**src/rtl/irq_seq_pkg.sv**
```systemverilog
package irq_seq_pkg;
  localparam int MASK_BIT = 3;
  localparam logic [7:0] CCR_RESET = 8'(1 << MASK_BIT);

  typedef enum logic [2:0] {
    ST_IDLE, ST_PUSH, ST_RDI, ST_RDW, ST_POPI, ST_POPW, ST_DONE
  } seq_st_t;

  // Address of the high vector byte for a slot index.
  function automatic logic [15:0] vec_slot(input logic [15:0] top, input int unsigned idx);
    return top - 16'(2 * idx);
  endfunction

  // Byte k of the stacked frame, in push order.
  function automatic logic [7:0] frame_byte(input logic [2:0] k, input logic [15:0] pc,
                                             input logic [7:0] x, input logic [7:0] a,
                                             input logic [7:0] c);
    case (k)
      3'd0:    return pc[7:0];
      3'd1:    return pc[15:8];
      3'd2:    return x;
      3'd3:    return a;
      default: return c;
    endcase
  endfunction

  // Read k: two vector bytes, then three queue bytes.
  function automatic logic [15:0] read_addr(input logic [2:0] k, input logic [15:0] slot,
                                             input logic [15:0] vec);
    return (k < 3'd2) ? slot + 16'(k) : vec + 16'(k - 3'd2);
  endfunction
endpackage

```
**src/rtl/irq_pend.sv**
```systemverilog
module irq_pend #(
  parameter int NSRC = 4
) (
  input  logic            clk,
  input  logic            rst_n,
  input  logic [NSRC-1:0] ev,
  input  logic [NSRC-1:0] clr,
  output logic [NSRC-1:0] flags
);
  for (genvar gi = 0; gi < NSRC; gi++) begin : g_flag
    always_ff @(posedge clk or negedge rst_n) begin
      if (!rst_n)         flags[gi] <= 1'b0;
      else if (ev[gi])    flags[gi] <= 1'b1;
      else if (clr[gi])   flags[gi] <= 1'b0;
    end
  end
endmodule

```
**src/rtl/irq_arb.sv**
```systemverilog
module irq_arb #(
  parameter int NSRC = 4,
  localparam int IW = (NSRC > 1) ? $clog2(NSRC) : 1
) (
  input  logic [NSRC-1:0] qual,
  output logic            any,
  output logic [IW-1:0]   idx
);
  always_comb begin
    any = 1'b0;
    idx = '0;
    for (int i = NSRC - 1; i >= 0; i--) begin
      if (qual[i]) begin
        any = 1'b1;
        idx = IW'(i);
      end
    end
  end
endmodule

```
**src/rtl/irq_seq.sv**
```systemverilog
module irq_seq
  import irq_seq_pkg::*;
#(
  parameter int          NSRC    = 4,
  parameter logic [15:0] VEC_TOP = 16'hFFFE,
  localparam int         IW      = (NSRC > 1) ? $clog2(NSRC) : 1
) (
  input  logic            clk,
  input  logic            rst_n,
  input  logic [NSRC-1:0] src_event,
  input  logic [NSRC-1:0] src_clr,
  input  logic [NSRC-1:0] src_en,
  input  logic            insn_done,
  input  logic            swi_req,
  input  logic            rti_req,
  input  logic            ccr_we,
  input  logic [7:0]      ccr_wdata,
  input  logic [15:0]     rf_pc,
  input  logic [7:0]      rf_a,
  input  logic [7:0]      rf_x,
  input  logic [15:0]     rf_sp,
  output logic [NSRC-1:0] pending,
  output logic [7:0]      ccr,
  output logic            busy,
  output logic            done,
  output logic [15:0]     mem_addr,
  output logic            mem_re,
  output logic            mem_we,
  output logic [7:0]      mem_wdata,
  input  logic [7:0]      mem_rdata,
  output logic            q_wr,
  output logic [1:0]      q_idx,
  output logic [7:0]      q_data,
  output logic            ld_pc,
  output logic [15:0]     pc_out,
  output logic            ld_a,
  output logic [7:0]      a_out,
  output logic            ld_x,
  output logic [7:0]      x_out,
  output logic            ld_sp,
  output logic [15:0]     sp_out
);
  seq_st_t     st;
  logic [2:0]  cnt;
  logic [15:0] sp_w, slot, vec;
  logic        is_ret;
  logic [15:0] fr_pc;
  logic [7:0]  fr_a, fr_x, fr_ccr;
  logic [7:0]  p_a, p_x, p_pch, p_pcl;

  // Named events for the checker.
  logic [NSRC-1:0] qual;
  logic            irq_any;
  logic [IW-1:0]   irq_idx;
  logic            boundary, start_ret, start_swi, start_hw, start_entry;
  logic            mask_set, ccr_restore, last_step;

  irq_pend #(.NSRC(NSRC)) u_pend (
    .clk(clk), .rst_n(rst_n), .ev(src_event), .clr(src_clr), .flags(pending)
  );

  assign qual = pending & src_en & {NSRC{~ccr[MASK_BIT]}};

  irq_arb #(.NSRC(NSRC)) u_arb (.qual(qual), .any(irq_any), .idx(irq_idx));

  assign boundary    = (st == ST_IDLE) && insn_done;
  assign start_ret   = boundary && rti_req;
  assign start_swi   = boundary && !rti_req && swi_req;
  assign start_hw    = boundary && !rti_req && !swi_req && irq_any;
  assign start_entry = start_swi || start_hw;
  assign last_step   = (cnt == 3'd4);
  assign mask_set    = (st == ST_PUSH) && last_step;
  assign ccr_restore = (st == ST_POPW) && (cnt == 3'd0);

  // Condition-code byte: software writes when idle, entry sets the mask, return restores.
  always_ff @(posedge clk or negedge rst_n) begin
    if (!rst_n)                        ccr <= CCR_RESET;
    else if (ccr_restore)              ccr <= mem_rdata;
    else if (mask_set)                 ccr[MASK_BIT] <= 1'b1;
    else if (st == ST_IDLE && ccr_we)  ccr <= ccr_wdata;
  end

  always_ff @(posedge clk or negedge rst_n) begin
    if (!rst_n) begin
      st     <= ST_IDLE;
      cnt    <= '0;
      sp_w   <= '0;
      slot   <= '0;
      vec    <= '0;
      is_ret <= 1'b0;
      fr_pc  <= '0;
      fr_a   <= '0;
      fr_x   <= '0;
      fr_ccr <= '0;
      p_a    <= '0;
      p_x    <= '0;
      p_pch  <= '0;
      p_pcl  <= '0;
    end else begin
      case (st)
        ST_IDLE: begin
          cnt <= '0;
          if (start_ret) begin
            st     <= ST_POPI;
            sp_w   <= rf_sp;
            is_ret <= 1'b1;
          end else if (start_entry) begin
            st     <= ST_PUSH;
            sp_w   <= rf_sp;
            is_ret <= 1'b0;
            fr_pc  <= rf_pc;
            fr_a   <= rf_a;
            fr_x   <= rf_x;
            fr_ccr <= ccr;
            slot   <= start_swi ? vec_slot(VEC_TOP, NSRC) : vec_slot(VEC_TOP, int'(irq_idx));
          end
        end
        ST_PUSH: begin
          sp_w <= sp_w - 16'd1;
          cnt  <= last_step ? 3'd0 : cnt + 3'd1;
          if (last_step) st <= ST_RDI;
        end
        ST_RDI: st <= ST_RDW;
        ST_RDW: begin
          if (cnt == 3'd0) vec[15:8] <= mem_rdata;
          if (cnt == 3'd1) vec[7:0]  <= mem_rdata;
          cnt <= cnt + 3'd1;
          st  <= last_step ? ST_DONE : ST_RDI;
        end
        ST_POPI: begin
          sp_w <= sp_w + 16'd1;
          st   <= ST_POPW;
        end
        ST_POPW: begin
          case (cnt)
            3'd1:    p_a   <= mem_rdata;
            3'd2:    p_x   <= mem_rdata;
            3'd3:    p_pch <= mem_rdata;
            3'd4:    p_pcl <= mem_rdata;
            default: ;
          endcase
          cnt <= cnt + 3'd1;
          st  <= last_step ? ST_DONE : ST_POPI;
        end
        default: st <= ST_IDLE;
      endcase
    end
  end

  always_comb begin
    mem_we    = (st == ST_PUSH);
    mem_re    = (st == ST_RDI) || (st == ST_POPI);
    mem_wdata = frame_byte(cnt, fr_pc, fr_x, fr_a, fr_ccr);
    case (st)
      ST_PUSH: mem_addr = sp_w;
      ST_RDI:  mem_addr = read_addr(cnt, slot, vec);
      ST_POPI: mem_addr = sp_w + 16'd1;
      default: mem_addr = '0;
    endcase
  end

  assign q_wr   = (st == ST_RDW) && (cnt >= 3'd2);
  assign q_idx  = 2'(cnt - 3'd2);
  assign q_data = mem_rdata;
  assign busy   = (st != ST_IDLE);
  assign done   = (st == ST_DONE);
  assign ld_pc  = done;
  assign pc_out = is_ret ? {p_pch, p_pcl} : vec;
  assign ld_sp  = done;
  assign sp_out = sp_w;
  assign ld_a   = done && is_ret;
  assign a_out  = p_a;
  assign ld_x   = done && is_ret;
  assign x_out  = p_x;
endmodule

```
**config.mk**
```make
export PLATFORM = sky130hd
export DESIGN_NAME = irq_seq
export DESIGN_NICKNAME = d
export VERILOG_FILES = /design/src/rtl/irq_seq_pkg.sv /design/src/rtl/irq_pend.sv /design/src/rtl/irq_arb.sv /design/src/rtl/irq_seq.sv
export SDC_FILE = /design/constraint.sdc
export NUM_CORES = 1
export LEC_CHECK = 0
export ABC_AREA = 1
export BUFFER_PORTS_ARGS = -buffer_cell sky130_fd_sc_hd__buf_2
export CAP_MARGIN = 25
export CORE_MARGIN = 2
export CORE_UTILIZATION = 40
export DETAILED_ROUTE_END_ITERATION = 10
export SETUP_SLACK_MARGIN = 0.15
export SLEW_MARGIN = 20
export SYNTH_ARGS = -nofsm -noshare
export SYNTH_HDL_FRONTEND = slang
export SYNTH_SLANG_ARGS = --single-unit
```
**constraint.sdc**
```tcl
create_clock -name clk -period 2.3 [get_ports clk]
set_input_delay 0.115 -clock clk [delete_from_list [all_inputs] [get_ports clk]]
set_output_delay 0.115 -clock clk [all_outputs]
set_load 0.02 [all_outputs]
```
==> results of run 1 <==
-- logic make-up (layout without fill, tap and decap cells) --
| kind of cell | Yosys count | in the layout | share of synthesized area (%) |
|---|---|---|---|
| simple gates | 586 | 586 | 30.9 |
| compound gates | 216 | 216 | 15.2 |
| buf+inv | 183 | 453 | 10.3 |
| flops | 127 | 127 | 39.7 |
| fa+ha+maj | 22 | 22 | 3.62 |
| xor+xnor | 3 | 3 | 0.328 |
-- power breakdown --
part,switching (W),internal [W]
combinational,0.00740,0.00469
clock,0.00101,0.00170
sequential,0.000985,0.00328
-- per-stage QoR --
stage	hold slack, ps	instance area [µm²]	total power (W)
finish	9.99	11500	0.0191
global route	24.1	11500	0.0205
CTS	0.151	10900	0.0177
detailed placement	164	9190	0.0134
global placement	167	9190	0.0133
floorplan	-181	8010	0.0105
-- cell type report --
cell class / count / area, µm²
Clock buffer: 22 / 484
Clock inverter: 10 / 110
Fill cell: 1831 / 8120
Inverter: 132 / 536
Multi-Input combinational cell: 827 / 4660
Sequential cell: 127 / 3180
Tap cell: 265 / 332
Timing Repair Buffer: 288 / 2150
Timing Repair inverter: 1 / 16.3
-- critical path, cell delays in order, from the launching register on --
cell     delay [ps]
dfrtp_1         400
inv_2           120
ha_4            200
buf_12          180
nor2_2           60
nor2_2          150
buf_6           120
nand2_1          60
nor2_2          160
nand2_2          80
nand3_1          90
nand2_1          80
nand3_2          80
a21o_1          160
buf_6           130
-- cell usage after synthesis (3+ instances only) --
master / count
o22ai_1: 9
buf_4: 17
dfrtp_1: 126
buf_2: 17
a31oi_1: 5
o21bai_1: 5
nor2_2: 4
o21ai_0: 101
nor3_2: 4
buf_6: 6
nand3_1: 78
inv_1: 119
nand4_1: 6
nand2_1: 390
clkbuf_1: 10
o21a_1: 6
clkinv_1: 4
nor2_1: 79
a221oi_1: 8
ha_1: 20
nor3_1: 6
o21ai_1: 23
inv_2: 6
a21oi_1: 44
inv_4: 3
o211ai_1: 5
xor2_1: 3
nor2_4: 5
-- per-layer routing --
layer  vias to the layer above  share of wire, %  track usage, %
met2                       271                51            43.5
met3                        43               5.5            4.98
met1                      3974                42            30.3
met4                         0               1.6            5.39
met5                         -                 0               0
li1                       4179                 -               -
-- repair_timing --
action | 4_1_cts | 5_1_grt
endpoints found under the setup margin | 26 | 26
pin swaps | 29 | 49
endpoints found under the hold margin | 89 | 0
hold buffers | 52 | 0
buffers inserted | 9 | 11
gates resized for setup | 131 | 113
gates cloned | 2 | 3
-- layout by cell type, fill, tap and decap left out, types with 13 or more instances in the layout --
master         count
a21oi_1           38
nand2_2           44
nand2_4           17
buf_4             41
inv_2             13
nand3_2           19
nor2_1            67
clkbuf_16         19
dlygate4sd3_1     52
o21ai_1           24
nand2_1          331
nand3_1           57
buf_6             24
buf_2            159
dfrtp_1          126
inv_1            109
o21ai_0           93
-- path summary, 6_finish.rpt --
check	cells past startpoint	slack, ps	to
worst min-delay path	5	10	sp_out[14]$_DFFE_PN0P_
max in group asynchronous	3	1230	slot[14]$_DFFE_PN0P_
min in group asynchronous	2	250	ccr[5]$_DFFE_PN0P_
worst max register to register	13	250	ccr[4]$_DFFE_PN0P_
worst min register to register	2	480	p_pcl[3]$_DFFE_PN0P_
worst max-delay path	14	-310	mem_addr[8]
==> results by group, run 1 <==
Clock network
  • TritonCTS buffer count: 17
  • Clock insertion delay at the later pin of the skew report: 420 ps
  • Clock tree from TritonCTS: done
  • Clk sink count: 127
  • CTS HTree Levels: 4
  • Clk buf depth: 2
  • Root Buffer: clkbuf_16
  • Clock transition time at the flip-flop clock pins of the worst setup and hold paths: 60 ps

Route
  • Post-detailed-route count of antenna-violating nets: 0
  • Vias per cell: 5.06
  • Per-cell routed wire length: 15.7 µm
  • Post-detailed-route DRC marker count: 0
  • Drt first-iter violations: 576
  • TritonRoute pass-1 iters: 6
  • Total detailed-routing wirelength: 26,200 µm
  • Number of vias in the routed layout: 8,467

Floorplan
  • Die Outline Area: 21,200 µm²
  • Die span in y: 146 µm
  • Width of the chip: 146 µm
  • Number of cell rows: 51
  • Count of boundary I/O pins: 185
  • Effective utilization at floorplan: 40.9%
  • Core region area: 19,600 µm²

Final layout
  • Relative area change from synthesis to final layout: 43.1%
  • Antenna cell count: 0
  • Layout Utilization: 58.5%
  • Final-stage net count: 1,498
  • Fraction of layout cells with a size suffix above 1: 31.6%
  • Non-filler cells in the finished layout: 1,672

Worst setup path
  • Critical Setup Path Class: flip-flop to primary output
  • Data required, critical path: 2180 ps
  • Capturing element type of the critical path: primary output
  • Reg-to-reg critical path startpoint: cnt[1]$_DFFE_PN0P_
  • Crit. Startpoint: cnt[1]$_DFFE_PN0P_
  • Biggest fanout along the worst timing path: 8
  • Arrival time at the worst endpoint: 2500 ps
  • Type of element launching the critical path: flip-flop

Timing
  • Worst Skew: 11.2 ps
  • Worst Tran Pin Value: 613 ps
  • Number of setup violations in the final report: 24
  • Setup repair after global routing missed its margin: true
  • Maximum clock frequency: 383 MHz
  • Final slew viol count: 0
  • Final total negative setup slack: -4270 ps
  • Number of hold violations in the final report: 0
  • Final worst-path cycle share: 114%
  • Final WS setup: -311 ps
  • Worst-case headroom to the max-slew limit: 59.1%
  • Crit path time final: 2610 ps

Logic synthesis
  • Cell count after synthesis: 1,137
  • Cell type with the highest aggregate area in the netlist: dfrtp_1
  • Top cell type's share of synthesized area: 39.3%
  • Cell variety after synth: 50
  • Count of warnings emitted by yosys: 0
  • Proportion of synthesized flip-flops having asynchronous set or reset: 100%
  • Cell area after synthesis: 8010 µm²
  • Number of nets in the synthesized netlist: 1,241
  • Cell types occupying the most area after synthesis: dfrtp_1 39%, nand2_1 18%, o21ai_0 6.3%
  • Count of flip-flops with a built-in enable after synthesis: 0
  • Synthesis-stage register bit count: 127
  • Sequential-to-total area share from yosys stat: 39.7%
  • Synth Area per Inst: 7.05 µm²
  • Most instantiated flip-flop cell in the synthesis netlist: dfrtp_1

Hold path
  • Worst hold-check path type: input port to flip-flop
  • Beginning of the worst hold path: rf_sp[14]

Power and ir drop
  • Leakage: 5.76 nW
  • Worst supply voltage drop on vdd: 1010 µV
  • Areal power density over the cells: 1660 nW/µm²

Global route
  • Pin count of the biggest net entering global routing: 60
  • Global-route wire length before repair: 41,500 µm
  • Grt total ovfl: 0
  • Number of global-route vias before repair: 8,165
  • GRT Resource Usage Total: 24.3%
  • Initial antenna violation count: 0

Run status
  • Failing checks: negative setup slack
  • Outcome: finished, violations left

Place
  • Half-perimeter wire length of the detailed placement result: 17,800 µm
  • Routability congestion estimate from global placement: 0.916
  • Port Buffer Count: 184
  • Placed insts: 1,563
  • Dpl ws: -100 ps

Job
  • Max Cap Violations: 0
(Power assumes the default switching activity.)
==> inputs of run 2 (changes only) <==
Clock period 2.3 ns to 3.24 ns, I/O delays scaled along.
==> run 2 against run 1 <==
- the flow now finishes without violations
- non-clock buffer count is 49 lower
- wire length is 6.0% lower
- largest cell class unchanged
- highest routed layer is now met5
- combinational power is 46% lower
- clock skew is 1.1 ps lower
==> results by group, run 2 (synthesis gave the netlist of run 1 again) <==
Global route
  • Global-route wire length before repair: 39,800 µm (-4.1%)
  • GRT Resource Usage Total: 23.5% (-0.78 points)
  • Grt total ovfl: 0 (unchanged)
  • Number of global-route vias before repair: 7,604 (-6.9%)
  • Initial antenna violation count: 2 (+2)
  • Pin count of the biggest net entering global routing: 60 (unchanged)

Final layout
  • Non-filler cells in the finished layout: 1,624 (-2.9%)
  • Area occupied by multi-input gates: 4070 µm² (-13%)
  • Relative area change from synthesis to final layout: 26.7%
  • Layout Utilization: 51.8% (-6.7 points)
  • Sequential cell area: 3180 µm² (about the same)
  • Filler cell count in the final layout: 1,997 (+9.1%)
  • Fraction of layout cells with a size suffix above 1: 20.5% (-11 points)
  • Most frequent cells in the layout: 383 x nand2_1, 181 x buf_2, 125 x dfrtp_1, 118 x inv_1, 101 x o21ai_0
  • Most frequent standard cell in the layout excluding fill and tap cells: nand2_1
  • Final-stage net count: 1,448 (-3.3%)

Run status
  • Outcome: completed

Clock network
  • TritonCTS buffer count: 17 (unchanged)
  • Clk buf depth: 2 (unchanged)
  • CTS HTree Levels: 4 (unchanged)
  • Clock insertion delay at the later pin of the skew report: 440 ps (+20 ps)
  • Root Buffer: clkbuf_16
  • Clock transition time at the flip-flop clock pins of the worst setup and hold paths: 60 ps (about the same)
  • Clk sink count: 127 (unchanged)
  • Clock tree from TritonCTS: done

Place
  • Port Buffer Count: 184 (unchanged)
  • Half-perimeter wire length of the detailed placement result: 17,700 µm (-0.55%)
  • Placed insts: 1,543 (-1.3%)
  • Routability congestion estimate from global placement: 0.864 (-5.7%)

Route
  • Per-cell routed wire length: 15.2 µm (-3.3%)
  • Post-detailed-route DRC marker count: 0 (unchanged)
  • Number of vias in the routed layout: 8,041 (-5.0%)
  • TritonRoute pass-1 iters: 7 (+1)
  • Total detailed-routing wirelength: 24,600 µm (-6.0%)
  • Drt first-iter violations: 518 (-10%)
  • Post-detailed-route count of antenna-violating nets: 0 (unchanged)
  • Vias per cell: 4.95 (-2.2%)

Worst setup path
  • Crit Reg-Reg Endpoint: sp_out[5]$_DFFE_PN0P_
  • Critical Setup Path Class: flip-flop to primary output
  • Register-to-register setup slack: 920 ps (+670 ps)
  • Reg-to-reg critical path startpoint: ccr[3]$_DFFE_PN1P_
  • Type of element launching the critical path: flip-flop
  • Arrival time at the worst endpoint: 2770 ps (+270 ps)
  • Capturing element type of the critical path: primary output
  • Depth of the worst register-to-register path: 9 (-4)
  • Biggest fanout along the worst timing path: 5 (-3)
  • Data required, critical path: 3080 ps (+900 ps)

Hold path
  • Number of cells on the worst hold path: 4 (-1)
  • Beginning of the worst hold path: swi_req
  • Endpoint of the worst hold-timing path: slot[3]$_DFFE_PN0P_
  • Worst hold-check path type: input port to flip-flop

Floorplan
  • Effective utilization at floorplan: 40.9% (unchanged)
  • Count of boundary I/O pins: 185 (unchanged)
  • Die Outline Area: 21,200 µm² (unchanged)
  • Number of cell rows: 51 (unchanged)
  • Width of the chip: 146 µm (unchanged)
  • Die span in y: 146 µm (unchanged)
  • Core region area: 19,600 µm² (unchanged)

Power and ir drop
  • Areal power density over the cells: 1130 nW/µm² (-32%)
  • Part of the total power dissipated in sequential elements: 26.3% (+3.9 points)
  • Comb power frac: 56.7% (-6.7 points)
  • Net switching power of the design: 0.00583 W (-38%)
  • Leakage: 5.27 nW (-8.5%)
  • Portion of total power attributed to the clock network: 17.0% (+2.7 points)
  • Worst supply voltage drop on vdd: 576 µV (-43%)
  • Final Power: 0.0114 W (-40%)
  • Internal power consumption: 0.00560 W (-42%)
  • Net switching fraction of the power: 51.0% (+1.7 points)

Job
  • Max Cap Violations: 0 (unchanged)

Timing
  • Number of hold violations in the final report: 0 (unchanged)
  • Final slew viol count: 0 (unchanged)
  • Crit path time final: 2930 ps
  • Number of setup violations in the final report: 0 (-100%)
  • Worst Skew: 10.1 ps (-1.13 ps)
  • Maximum clock frequency: 342 MHz
  • Worst Tran Pin Value: 679 ps (+65.7 ps)
  • Final total negative setup slack: 0 ps (+4270 ps)
  • Final worst-path cycle share: 90.3%
  • Setup repair after global routing missed its margin: true
  • Worst-case headroom to the max-slew limit: 54.7% (-4.4 points)
## run 2: cell count changes in the layout (fill, tap and decap cells not counted), sizes merged
cell,delta
dlygate4sd3,-7
inv,+5
buf,-40
clkinvlp,+1
clkinv,-2
diode,+2
clkbuf,-7
## run 2: worst max-delay path by stage
| stage | cells past startpoint | from | end |
|---|---|---|---|
| 3_3_place_gp | 14 | cnt[1]$_DFFE_PN0P_ | mem_addr[11] |
| 6_report | 14 | cnt[1]$_DFFE_PN0P_ | mem_addr[6] |
| 3_5_place_dp | 13 | cnt[1]$_DFFE_PN0P_ | mem_addr[7] |
| 4_1_cts | 13 | cnt[1]$_DFFE_PN0P_ | mem_addr[7] |
| 2_1_floorplan | 13 | cnt[1]$_DFFE_PN0P_ | mem_addr[6] |
| 5_1_grt | 14 | cnt[1]$_DFFE_PN0P_ | mem_addr[6] |
## run 2: routing by layer
metal  share of wire (%)  GRT usage (%)
met1                  44           29.8
met3                 5.1           4.98
met2                  48           39.9
met5               0.041              0
met4                 2.2           8.33
## run 2: area by class of cell
class	instances	area share, %
sequential	127	31.3
tap	265	3.27
multi-input combinational	827	40.1
clock inverter	15	1.57
antenna	2	0.0493
inverter	132	5.02
timing repair buffer	239	14.4
clock buffer	17	4.19
## run 2: per-stage QoR
| stage | setup slack (ps) | cell area [µm²] | hold slack (ps) |
|---|---|---|---|
| 2_1_floorplan | 980 | 8010 | -134 |
| 3_3_place_gp | 547 | 9020 | 238 |
| 3_5_place_dp | 536 | 9020 | 240 |
| 4_1_cts | 174 | 10100 | 15.8 |
| 5_1_grt | 136 | 10100 | 44.1 |
| 6_report | 313 | 10200 | 26.2 |
## run 2: what timing repair did
action                     4_1_cts  5_1_grt
setup endpoints to repair        3       12
hold buffers                    45        0
setup buffers                    0        2
pin swaps                        0        2
resized for setup                1       21
hold endpoints to repair        87        0
## run 2: worst max-delay path, cell delays in order (launching register included)
cell and delay (ps):
dfrtp_2 430, clkinvlp_4 200, ha_4 300, inv_1 50, ha_1 310, nand2_2 80, nand2_1 50, nand2_1 70
nand2_2 80, nand3_1 90, nand2_2 80, xor2_1 140, o21ai_0 160, nand2_1 110, buf_2 180
## run 2: power by group through the flow
stage | logic [W] | clock network (W) | registers [W]
floorplan | 0.00438 | 0 | 0.00310
global placement | 0.00625 | 0 | 0.00301
detailed placement | 0.00630 | 0 | 0.00302
CTS | 0.00638 | 0.00197 | 0.00300
global route | 0.00731 | 0.00203 | 0.00311
finish | 0.00648 | 0.00194 | 0.00301
==> inputs of run 3 (changes only) <==
==> constraint.sdc (replaced) <==
create_clock -name clk -period 3.24 [get_ports clk]
set_input_delay 0.324 -clock clk [delete_from_list [all_inputs] [get_ports clk]]
set_output_delay 0.324 -clock clk [all_outputs]
set_load 0.02 [all_outputs]
==> run 3 against run 2 <==
- power is 2.6% higher
- sequential cell count stayed put
- maximum frequency down 2.0%
- largest power group unchanged
- combinational power is 2% higher
- critical endpoint is now mem_addr[7]
- critical path type unchanged
- highest routed layer unchanged
==> results by group, run 3 (synthesis gave the netlist of run 1 again) <==
Floorplan
  • Effective utilization at floorplan: 40.9% (unchanged)
  • Count of boundary I/O pins: 185 (unchanged)
  • Number of cell rows: 51 (unchanged)
  • Width of the chip: 146 µm (unchanged)
  • Die span in y: 146 µm (unchanged)
  • Core region area: 19,600 µm² (unchanged)
  • Die Outline Area: 21,200 µm² (unchanged)

Worst setup path
  • Critical Setup Path Class: flip-flop to primary output
  • Capturing element type of the critical path: primary output
  • Type of element launching the critical path: flip-flop
  • Worst path buffer plus inverter count: 5 (+2)
  • Data required, critical path: 2920 ps (-160 ps)
  • Slowest stage cell, crit path: dfrtp_2
  • Delay of the slowest cell on the worst path: 430 ps (about the same)
  • Arrival time at the worst endpoint: 2660 ps (-110 ps)
  • Cell occurring most often along the worst timing path: buf_4
  • Biggest fanout along the worst timing path: 3 (-2)
  • Sequence of cells on the critical path: buf_4, ha_4, fa_2, nand2_1, inv_1, nand2_1, ha_1, a21oi_2, buf_4, buf_4, nand2_1, nand3_1, buf_4
  • Largest delay share family, worst path: adder cells

Final layout
  • Most frequent cells in the layout: 384 x nand2_1, 179 x buf_2, 123 x dfrtp_1, 118 x inv_1, 100 x o21ai_0
  • Final-stage net count: 1,411 (-2.6%)
  • Filler cell count in the final layout: 2,041 (+2.2%)
  • Area occupied by multi-input gates: 4120 µm² (+1.2%)
  • Relative area change from synthesis to final layout: 23.5%
  • Fraction of layout cells with a size suffix above 1: 22.0% (+1.5 points)
  • Sequential cell area: 3180 µm² (about the same)
  • Most frequent standard cell in the layout excluding fill and tap cells: nand2_1

Global route
  • Global-route wire length before repair: 39,300 µm (-1.1%)
  • Pin count of the biggest net entering global routing: 60 (unchanged)
  • GRT Resource Usage Total: 23.2% (-0.37 points)
  • Initial antenna violation count: 2 (unchanged)
  • Number of global-route vias before repair: 7,710 (+1.4%)
  • Grt total ovfl: 0 (unchanged)

Place
  • Half-perimeter wire length of the detailed placement result: 17,900 µm (+0.93%)
  • Dpl ws: 560 ps (+24.5 ps)
  • Port Buffer Count: 184 (unchanged)
  • Routability congestion estimate from global placement: 0.872 (+0.95%)

Clock network
  • Root Buffer: clkbuf_16
  • Clk sink count: 127 (unchanged)
  • Clk buf depth: 2 (unchanged)
  • Clock insertion delay at the later pin of the skew report: 430 ps (about the same)
  • CTS HTree Levels: 4 (unchanged)
  • Clock tree from TritonCTS: done
  • Clock transition time at the flip-flop clock pins of the worst setup and hold paths: 60 ps (about the same)
  • TritonCTS buffer count: 17 (unchanged)

Route
  • Post-detailed-route DRC marker count: 0 (unchanged)
  • Vias per cell: 4.98 (+0.50%)
  • TritonRoute pass-1 iters: 5 (-2)
  • Drt first-iter violations: 436 (-16%)
  • Number of vias in the routed layout: 7,892 (-1.9%)
  • Post-detailed-route count of antenna-violating nets: 0 (unchanged)
  • Per-cell routed wire length: 15.3 µm (+0.94%)
  • Total detailed-routing wirelength: 24,300 µm (-1.4%)

Power and ir drop
  • Worst supply voltage drop on vdd: 652 µV (+13%)
  • Areal power density over the cells: 1180 nW/µm² (+5.2%)
  • Leakage: 5.16 nW (-2.0%)

Timing
  • Crit path time final: 2990 ps (+60.0 ps)
  • Worst Skew: 7.33 ps (-2.74 ps)
  • Final worst-path cycle share: 92.2% (+1.9 points)
  • Maximum clock frequency: 335 MHz (-2.0%)
  • Number of hold violations in the final report: 0 (unchanged)
  • Final slew viol count: 0 (unchanged)
  • Setup repair after global routing missed its margin: true
  • Number of setup violations in the final report: 0 (unchanged)
  • Final total negative setup slack: 0 ps (unchanged)
  • Worst Tran Pin Value: 702 ps (+23.0 ps)
  • Worst-case headroom to the max-slew limit: 53.2% (-1.5 points)
  • Final WS setup: 253 ps (-60.0 ps)

Hold path
  • Worst hold-check path type: input port to flip-flop

Run status
  • Outcome: completed

Job
  • Max Cap Violations: 0 (unchanged)
run 3: worst paths after layout:
path	end	startpoint	slack, ps	depth (start not counted)
hold reg to reg	fr_x[7]$_DFFE_PN0P_	fr_x[7]$_DFFE_PN0P_	480	2
hold / removal	u_pend.flags[3]$_DFFE_PN0P_	src_clr[3]	80	2
setup / recovery	mem_addr[7]	cnt[1]$_DFFE_PN0P_	250	13
setup reg to reg	p_pch[2]$_DFFE_PN0P_	cnt[0]$_DFFE_PN0P_	980	7
max in group asynchronous	vec[12]$_DFFE_PN0P_	rst_n	1880	3
min in group asynchronous	fr_ccr[2]$_DFFE_PN0P_	rst_n	500	2
run 3: what timing repair did:
item | in CTS | in global routing
gates cloned | 0 | 0
resized for setup | 3 | 34
pin swaps | 0 | 8
buffers inserted | 0 | 9
endpoints found under the setup margin | 7 | 14
endpoints found under the hold margin | 52 | 0
hold buffers | 1 | 0
run 3: metal layers:
layer  GRT usage [%]  vias to the layer above  part of all wire, %
li1                -                     4000                    -
met1            29.2                     3641                   44
met2            39.2                      210                   49
met3            5.11                       39                  4.9
met4            8.19                        2                  2.2
met5               0                        -                0.045
run 3: worst register-to-register path, stage by stage (launching register included):
cell and delay [ps]:
dfrtp_2 420, buf_4 130, ha_1 140, ha_1 230
clkinv_1 320, nor2_2 630, nand2_1 130, o21a_1 140
run 3: area by class of cell:
type                            instances  share of cell area (%)
Clock inverter                         13                    2.02
Sequential cell                       127                    32.1
Timing Repair Buffer                  202                    11.1
Tap cell                              265                    3.35
Antenna cell                            1                  0.0253
Clock buffer                           19                    4.47
Multi-Input combinational cell        827                    41.6
Inverter                              132                    5.19
run 3: power by group:
group / internal [W] / switching (W) / leakage, nW
registers: 0.00233 / 0.000685 / 1.49
clock network: 0.00133 / 0.000793 / 0.311
logic: 0.00221 / 0.00438 / 3.36
total: 0.00587 / 0.00585 / 5.16
run 3: through the flow:
| step | util [%] | std cells | cell area (µm²) | hold slack, ps | power [W] |
|---|---|---|---|---|---|
| 2_1_floorplan | - | 1137 | 8010 | 28.4 | 0.00747 |
| 3_3_place_gp | 46.1 | 1543 | 9030 | 430 | 0.00926 |
| 3_5_place_dp | 46.1 | 1543 | 9030 | 428 | 0.00933 |
| 4_1_cts | 49.5 | 1576 | 9690 | 63.5 | 0.0115 |
| 5_1_grt | 50.5 | 1585 | 9900 | 66.8 | 0.0128 |
| 6_report | 50.5 | 1586 | 9900 | 76.4 | 0.0117 |
